`config.mk`:
```
export PLATFORM = sky130hd
export DESIGN_NAME = sadc_emu
export DESIGN_NICKNAME = d
export VERILOG_FILES = /design/src/rtl/sadc_pkg.sv /design/src/rtl/sadc_ctrl.sv /design/src/rtl/sadc_result.sv /design/src/rtl/sadc_bus.sv /design/src/rtl/sadc_emu.sv
export SDC_FILE = /design/constraint.sdc
export NUM_CORES = 1
export LEC_CHECK = 0
export ABC_CLOCK_PERIOD_IN_PS = 4300
export CELL_PAD_IN_SITES_DETAIL_PLACEMENT = 2
export CELL_PAD_IN_SITES_GLOBAL_PLACEMENT = 2
export CORE_UTILIZATION = 32
export DETAILED_ROUTE_END_ITERATION = 10
export HOLD_SLACK_MARGIN = 0.08
export PLACE_DENSITY = 0.82
export SKIP_CTS_REPAIR_TIMING = 1
export SLEW_MARGIN = 25
export SYNTH_ARGS = -nofsm -noshare
export SYNTH_HDL_FRONTEND = slang
export SYNTH_SLANG_ARGS = --single-unit
```
`constraint.sdc`:
```
create_clock -name clk -period 4.3 [get_ports clk]
set_input_delay 0.86 -clock clk [delete_from_list [all_inputs] [get_ports clk]]
set_output_delay 0.86 -clock clk [all_outputs]
set_load 0.005 [all_outputs]
```
`src/rtl/sadc_pkg.sv`:
```
package sadc_pkg;

    typedef enum logic [1:0] {
        ST_READY = 2'd0,
        ST_CONV  = 2'd1,
        ST_ACQ   = 2'd2,
        ST_SLEEP = 2'd3
    } sadc_state_e;

    // Convert a unipolar straight-binary word to the selected output coding.
    function automatic logic [15:0] apply_coding(input logic [15:0] word, input logic twos);
        apply_coding = word ^ {twos, 15'b0};
    endfunction

endpackage

```
`src/rtl/sadc_ctrl.sv`:
```
module sadc_ctrl
    import sadc_pkg::*;
#(
    parameter int CONV_CYC = 8,
    parameter int ACQ_CYC  = 4
) (
    input  logic clk,
    input  logic rst_n,
    input  logic cnv_n,
    input  logic pwrdn,
    output logic busy,
    output logic capture,
    output logic publish
);

    localparam int CNT_MAX = (CONV_CYC > ACQ_CYC) ? CONV_CYC : ACQ_CYC;
    localparam int CNT_W   = $clog2(CNT_MAX + 1);
    localparam logic [CNT_W-1:0] CONV_LAST = CNT_W'(CONV_CYC - 1);
    localparam logic [CNT_W-1:0] ACQ_LAST  = CNT_W'(ACQ_CYC - 1);

    sadc_state_e      state, state_nxt;
    logic [CNT_W-1:0] cnt, cnt_nxt;
    logic             cnv_q;
    logic             start_fall;

    assign start_fall = cnv_q & ~cnv_n;

    // State register, counter and start edge detector
    always_ff @(posedge clk) begin
        if (!rst_n) begin
            state <= ST_READY;
            cnt   <= '0;
            cnv_q <= 1'b0;
        end else begin
            state <= state_nxt;
            cnt   <= cnt_nxt;
            cnv_q <= cnv_n;
        end
    end

    // Next state
    always_comb begin
        state_nxt = state;
        cnt_nxt   = cnt;
        capture   = 1'b0;
        publish   = 1'b0;
        unique case (state)
            ST_READY: begin
                if (pwrdn) begin
                    state_nxt = ST_SLEEP;
                end else if (start_fall) begin
                    state_nxt = ST_CONV;
                    cnt_nxt   = CONV_LAST;
                    capture   = 1'b1;
                end
            end
            ST_CONV: begin
                if (cnt == '0) begin
                    publish = 1'b1;
                    if (pwrdn) begin
                        state_nxt = ST_SLEEP;
                    end else if (!cnv_n) begin
                        state_nxt = ST_ACQ;
                        cnt_nxt   = ACQ_LAST;
                    end else begin
                        state_nxt = ST_READY;
                    end
                end else begin
                    cnt_nxt = cnt - 1'b1;
                end
            end
            ST_ACQ: begin
                if (pwrdn) begin
                    state_nxt = ST_SLEEP;
                end else if (cnv_n) begin
                    state_nxt = ST_READY;
                end else if (cnt == '0) begin
                    state_nxt = ST_CONV;
                    cnt_nxt   = CONV_LAST;
                    capture   = 1'b1;
                end else begin
                    cnt_nxt = cnt - 1'b1;
                end
            end
            ST_SLEEP: begin
                if (!pwrdn) state_nxt = ST_READY;
            end
            default: state_nxt = ST_READY;
        endcase
    end

    // Outputs
    always_comb begin
        busy = (state == ST_CONV);
    end

    AST_NO_ABORT: assert property (@(posedge clk) disable iff (!rst_n)
        (state == ST_CONV && cnt != '0) |=> (state == ST_CONV));

    AST_START_SOURCE: assert property (@(posedge clk) disable iff (!rst_n)
        $rose(busy) |-> ($past(state) == ST_READY || $past(state) == ST_ACQ));

    AST_SLEEP_HOLD: assert property (@(posedge clk) disable iff (!rst_n)
        (state == ST_SLEEP && pwrdn) |=> (state == ST_SLEEP));

    AST_CNT_RANGE: assert property (@(posedge clk) disable iff (!rst_n)
        (state == ST_CONV) |-> (cnt <= CONV_LAST));

endmodule

```
`src/rtl/sadc_result.sv`:
```
module sadc_result #(
    parameter int DATA_W = 16
) (
    input  logic              clk,
    input  logic              rst_n,
    input  logic              capture,
    input  logic              publish,
    input  logic              busy,
    input  logic [DATA_W-1:0] sample_in,
    output logic [DATA_W-1:0] result
);

    logic [DATA_W-1:0] smp_q;
    logic [DATA_W-1:0] res_q;

    always_ff @(posedge clk) begin
        if (!rst_n) begin
            smp_q <= '0;
            res_q <= '0;
        end else begin
            if (capture) smp_q <= sample_in;
            if (publish) res_q <= smp_q;
        end
    end

    assign result = res_q;

    AST_HOLD_IN_CONV: assert property (@(posedge clk) disable iff (!rst_n)
        (busy && $past(busy)) |-> $stable(res_q));

endmodule

```
`src/rtl/sadc_bus.sv`:
```
module sadc_bus
    import sadc_pkg::*;
(
    input  logic        cs_n,
    input  logic        rd_n,
    input  logic        twos_sel,
    input  logic [15:0] result,
    output logic [15:0] bus_out,
    output logic        bus_oe
);

    always_comb begin
        bus_oe  = ~(cs_n | rd_n);
        bus_out = bus_oe ? apply_coding(result, twos_sel) : 16'h0000;
    end

endmodule

```
`src/rtl/sadc_emu.sv`:
```
module sadc_emu
    import sadc_pkg::*;
#(
    parameter int CONV_CYC = 8,
    parameter int ACQ_CYC  = 4
) (
    input  logic        clk,
    input  logic        rst_n,
    input  logic        cnv_n,
    input  logic        cs_n,
    input  logic        rd_n,
    input  logic        pwrdn,
    input  logic        twos_sel,
    input  logic [15:0] sample_in,
    output logic        busy,
    output logic [15:0] bus_out,
    output logic        bus_oe
);

    logic        capture;
    logic        publish;
    logic [15:0] result;

    sadc_ctrl #(
        .CONV_CYC(CONV_CYC),
        .ACQ_CYC (ACQ_CYC)
    ) u_ctrl (
        .clk    (clk),
        .rst_n  (rst_n),
        .cnv_n  (cnv_n),
        .pwrdn  (pwrdn),
        .busy   (busy),
        .capture(capture),
        .publish(publish)
    );

    sadc_result #(
        .DATA_W(16)
    ) u_result (
        .clk      (clk),
        .rst_n    (rst_n),
        .capture  (capture),
        .publish  (publish),
        .busy     (busy),
        .sample_in(sample_in),
        .result   (result)
    );

    sadc_bus u_bus (
        .cs_n    (cs_n),
        .rd_n    (rd_n),
        .twos_sel(twos_sel),
        .result  (result),
        .bus_out (bus_out),
        .bus_oe  (bus_oe)
    );

    AST_BUS_QUIET: assert property (@(posedge clk) disable iff (!rst_n)
        (cs_n || rd_n) |-> (!bus_oe && bus_out == 16'h0000));

    AST_CODING_MSB: assert property (@(posedge clk) disable iff (!rst_n)
        (bus_oe && $stable(twos_sel) && $stable(cs_n) && $stable(rd_n) && $past(busy) && busy)
        |-> $stable(bus_out));

endmodule

```
==> out/metrics.yaml, run 1 <==
status:
  outcome: "finished, final reports clean"
sta:
  hold_violations: 0
  fmax_ghz: 0.280
  worstMarginPinSlew_ps: 853
  slew_headroom: 0.429
  fin_crit_sh: 0.831
  fin_ws_ps: 725
  min_period_ps: 3580
  slew_violations: 0
  rsz0062_at_grt: "false"
  fin_skew_ps: 11.5
  fin_setup_tns_ps: 0
  setup_viol: 0
synthesis:
  synthArstFlopShare: 0
  yosysSeqAreaShare: 0.415
  synth.area.mux_share: 0.0852
  synth_cells: 218
  synth_fa_ha_area_frac: 0.0532
  ys.flop_type: "dfxtp_1"
  yosys.area_share.simple: 0.253
  synth.net_count: 249
  synth-compound-area-share: 0.146
  ys_ff_latch: 39
  synth_top_family_by_area: "simple AND/OR/NAND/NOR gates"
  syn_area_per_cell_um2: 8.63
  synth_edf_count: 0
  synth-xor-area-share: 0.00466
  ys_types: 36
  yosys_warnings: 0
  syn_area_mm2: 0.00188
pwr:
  intPower_uw: 807
  p_per_area_mw_per_mm2: 494
  p_switching_uw: 422
  vdd_drop_max_uv: 286
  p_comb_frac: 0.352
  leakagePower_uw: 0.000896
  clockPowerShare: 0.299
  seqPwrFrac: 0.349
  swShare: 0.343
placement:
  placed_cells: 321
  io_buffers: 40
  pre_cts_ws_ps: 705
  hpwl_um: 3560
  gp_congestion: 0.790
worst_setup_path:
  critPathRequiredTime_ps: 3440
  path_max_fanout: 16
  worst_setup_path_start_kind: "input pin"
  end_kind: "output port"
  crit_arrival_ps: 2720
  critPathKind: "in -> out"
global_routing:
  grt.total_usage: 0.185
  first_global_vias: 1689
  grt_start_max_net_pins: 37
  grt_overflow: 0
  grt_pass1_wl_um: 8660
  antenna_found_initial: 0
clock_tree:
  cts_inserted_buffers: 5
  cts_root_buffer: "clkbuf_8"
  cts_buffer_depth: 2
  clkSinkCount: 39
  htreeDepth: 2
  clkTransAtPathRegs_ps: 80
  worstSkewPairLatency_ps: 300
  cts_tree: "done"
die:
  die_height_um: 78.7
  die_w_um: 78.7
  ios: 41
  fp.coreArea_mm2: 0.00557
  rows: 27
  die_area_mm2: 0.00619
  initial_core_util: 0.337
routing:
  drc: 0
  wl_per_cell_um: 16.0
  drt_iter0_drc: 42
  num_vias: 1669
  antenna_left: 0
  drt-pass1-iter-count: 4
  viasPerCell: 5.06
  wl_um: 5280
cells_and_area:
  fin_cells: 330
  drive_gt1_frac: 0.0581
  nets: 288
  final_cell_mix: "clkdlybuf4s50_1 (40), dfxtp_1 (39), nand2_1 (34)"
  area_delta_synth_final_pct: 32.3
  layout.cells.most_common: "clkdlybuf4s50_1"
  antennaDiodeCount: 0
hold_path:
  min-delay-path-class: "reg -> reg"
run:
  maxCapViolations: 0
-- layer usage --
layer  global-route usage  part of all wire  routed length (um)
met5                    0                 0                   0
met4               0.0648             0.012                  63
met3               0.0419             0.028                 147
met2                0.311              0.49                2580
met1                0.230              0.47                2490
-- cell usage after synthesis (2+ instances only) --
| cell type | n | area [um2] |
|---|---|---|
| and3_1 | 3 | 18.8 |
| a21oi_1 | 21 | 105 |
| o21ai_0 | 6 | 30.0 |
| a211oi_1 | 5 | 37.5 |
| nand2b_1 | 2 | 12.5 |
| dfxtp_1 | 39 | 781 |
| buf_2 | 4 | 20.0 |
| nor3_1 | 3 | 15.0 |
| and2_1 | 18 | 113 |
| a311oi_1 | 2 | 17.5 |
| a21o_1 | 2 | 15.0 |
| inv_1 | 6 | 22.5 |
| ha_1 | 8 | 100 |
| nor2_1 | 23 | 86.3 |
| nand2_1 | 34 | 128 |
| mux2i_1 | 16 | 160 |
| o21a_1 | 2 | 15.0 |
| clkbuf_1 | 6 | 22.5 |
-- cell type report --
cell class | instances | area (um2)
Clock inverter | 2 | 60.1
Multi-Input combinational cell | 161 | 1030
Inverter | 7 | 26.3
Clock buffer | 6 | 72.6
Tap cell | 72 | 90.1
Sequential cell | 39 | 781
Timing Repair Buffer | 43 | 423
Fill cell | 628 | 3090
-- per-stage QoR --
stage	utilization	area (um2)	total power [uW]	hold slack [ps]
2_1_floorplan	-	1880	720	431
3_3_place_gp	0.421	2350	843	437
3_5_place_dp	0.421	2350	854	446
4_1_cts	0.445	2480	1230	457
5_1_grt	0.446	2490	1310	480
6_report	0.446	2490	1230	456
-- final timing paths --
| check | start | to | slack, ps | cells past startpoint |
|---|---|---|---|---|
| hold reg to reg | u_result.result[0] | u_result.result[0] | 460 | 2 |
| hold / removal | u_result.result[0] | u_result.result[0] | 460 | 2 |
| setup / recovery | rd_n | bus_out[8] | 720 | 4 |
| setup reg to reg | u_ctrl.state[0] | u_ctrl.cnt[3] | 2100 | 6 |
-- cells by family (layout without fill, tap and decap cells) --
kind of cell,count (synthesis),count (layout)
flip-flops,39,39
multiplexers,16,16
AO/OA/AOI/OAI,43,43
adder cells (fa/ha/maj),8,8
XOR/XNOR,1,1
buffers and inverters,18,58
AND/OR/NAND/NOR,93,93
-- power by group through the flow --
stage / logic [uW] / clock network, uW / registers (uW)
after CTS: 431 / 374 / 429
after floorplan: 296 / 0 / 424
after global placement: 408 / 0 / 435
final: 432 / 367 / 429
after global routing: 482 / 393 / 435
after detailed placement: 416 / 0 / 437
-- critical path: stages --
cell and delay, ps:
clkdlybuf4s50_1 420, nor2_1 670, and2_1 240, clkdlybuf4s50_1 520
-- registers in the layout, summed over array words and instances, names as in the netlist --
name             flops
u_result.result     16
u_result.smp_q      16
u_ctrl.cnt           4
u_ctrl.state         2
u_ctrl.cnv_q         1
Note: power is estimated with default switching activity, not from simulation.
==> inputs of run 2 (changes only) <==
- ABC_CLOCK_PERIOD_IN_PS: 4300 -> 3100
- CORE_UTILIZATION: 32 -> 26
- PLACE_DENSITY: 0.82 -> 0.72
- clock period: 4.3 -> 3.1 ns (I/O delays scaled with it)
==> out/metrics.yaml, run 2 (synthesized netlist as in run 1, its figures left out) <==
die:
  ios: 41  # unchanged
  die_area_mm2: 0.00758  # +22%
  die_w_um: 87.0  # +11%
  initial_core_util: 0.272  # -0.0651
  die_height_um: 87.0  # +11%
  fp.coreArea_mm2: 0.00691  # +24%
  rows: 30  # +11%
clock_tree:
  cts_buffer_depth: 2  # unchanged
  clkSinkCount: 39  # unchanged
  clkTransAtPathRegs_ps: 80  # about the same
  htreeDepth: 2  # unchanged
  cts_tree: "done"
  cts_inserted_buffers: 5  # unchanged
  cts_root_buffer: "clkbuf_8"
  worstSkewPairLatency_ps: 290  # about the same
sta:
  fmax_ghz: 0.371
  setup_viol: 0  # unchanged
  slew_headroom: 0.539  # +0.110
  fin_setup_tns_ps: 0  # unchanged
  min_period_ps: 2700
  fin_skew_ps: 8.97  # -2.53 ps
  rsz0062_at_grt: "false"
  slew_violations: 0  # unchanged
  worstMarginPinSlew_ps: 690  # -163 ps
  hold_violations: 0  # unchanged
  fin_crit_sh: 0.870
  fin_ws_ps: 404  # -321 ps
routing:
  num_vias: 1655  # -0.84%
  antenna_left: 0  # unchanged
  viasPerCell: 4.66  # -7.8%
  drt_iter0_drc: 58  # +38%
  drc: 0  # unchanged
  wl_um: 5240  # -0.72%
  wl_per_cell_um: 14.8  # -7.7%
  drt-pass1-iter-count: 4  # unchanged
worst_setup_path:
  worst_setup_path_start_kind: "input pin"
  critPathKind: "in -> out"
  end_kind: "output port"
  crit_arrival_ps: 2080  # -640 ps
  reg2reg_to: "u_ctrl.cnt[3]"
  critPathRequiredTime_ps: 2480  # -960 ps
  rr_worst_depth: 6  # unchanged
  r2r_slack_ps: 920  # -1180 ps
  r2r_start: "u_ctrl.state[0]"
  path_max_fanout: 15  # -1
  crit_path_start: "rd_n"
placement:
  placed_cells: 347  # +8.1%
  pre_cts_ws_ps: 389  # -316 ps
  hpwl_um: 3680  # +3.3%
  gp_congestion: 0.763  # -3.4%
  postPlaceCellArea_mm2: 0.00239  # +1.9%
  io_buffers: 40  # unchanged
cells_and_area:
  finish.instance_area_mm2: 0.00252  # +1.5%
  regArea_um2: 781  # unchanged
  finalCoreUtilization: 0.366  # -0.0807
  fin_cells: 355  # +7.6%
  area_delta_synth_final_pct: 34.3
  layout.cells.most_common: "clkdlybuf4s50_1"
  drive_gt1_frac: 0.0618  # +0.00364
  nets: 289  # +0.35%
  final_cell_mix: "clkdlybuf4s50_1 (40), dfxtp_1 (39), nand2_1 (34)"
  antennaDiodeCount: 0  # unchanged
  multi_input_area_mm2: 0.00103  # unchanged
  num-fill-cells: 791  # +26%
pwr:
  clockPowerShare: 0.298  # about the same
  p_comb_frac: 0.351  # about the same
  vdd_drop_max_uv: 278  # -3.0%
  leakagePower_uw: 0.000901  # +0.57%
  p_switching_uw: 580  # +38%
  intPower_uw: 1120  # +39%
  p_per_area_mw_per_mm2: 673  # +36%
  swShare: 0.341  # -0.00206
  seqPwrFrac: 0.351  # +0.002
global_routing:
  grt_pass1_wl_um: 8920  # +3.0%
  grt.total_usage: 0.153  # -0.0320
  grt_overflow: 0  # unchanged
  grt_start_max_net_pins: 37  # unchanged
  antenna_found_initial: 0  # unchanged
  first_global_vias: 1815  # +7.5%
status:
  outcome: "finished, final reports clean"
hold_path:
  min_to: "u_result.result[12]"
  min_path_cells: 2  # unchanged
  min-delay-path-class: "reg -> reg"
  holdCritStartpoint: "u_result.result[12]"
run:
  maxCapViolations: 0  # unchanged
==> run 2: cell count changes in the layout (fill, tap and decap cells not counted), sizes merged <==
cell,delta
buf,+1
==> run 2: stage by stage <==
stage,total power [uW],hold WS [ps]
floorplan,998,431
global placement,1180,441
detailed placement,1200,448
CTS,1730,458
global route,1820,473
finish,1700,456
==> run 2: worst max-delay path, stage by stage <==
cell and delay [ps]:
clkdlybuf4s50_1 420, nor2_1 160, buf_4 210, and2_1 160, clkdlybuf4s50_1 500
==> run 2: routing by layer <==
layer	vias to the layer above	GRT usage	wire (um)
met5	-	0	0
met4	0	0.0500	78
met3	4	0.0256	126
met2	25	0.269	2570
met1	809	0.189	2470
li1	817	-	-
==> run 2: how the worst max path moves through the flow <==
| stage | slack [ps] | end | cells after the start |
|---|---|---|---|
| global route | 280 | bus_out[6] | 5 |
| floorplan | 1250 | u_result.smp_q[10] | 8 |
| CTS | 390 | bus_out[7] | 5 |
| finish | 400 | bus_out[6] | 5 |
| global placement | 430 | bus_out[6] | 5 |
| detailed placement | 390 | bus_out[7] | 5 |
==> run 2: cell type report <==
class | count | area share
tap | 96 | 0.0476
clock buffer | 6 | 0.0287
sequential | 39 | 0.309
clock inverter | 2 | 0.0238
inverter | 7 | 0.0104
timing repair buffer | 44 | 0.170
multi-input combinational | 161 | 0.410
==> run 2: power groups by stage <==
| stage | Combinational [uW] | Sequential [uW] | Clock (uW) |
|---|---|---|---|
| after floorplan | 410 | 588 | 0 |
| after global placement | 578 | 606 | 0 |
| after detailed placement | 595 | 608 | 0 |
| after CTS | 606 | 597 | 524 |
| after global routing | 668 | 605 | 542 |
| final | 597 | 597 | 506 |
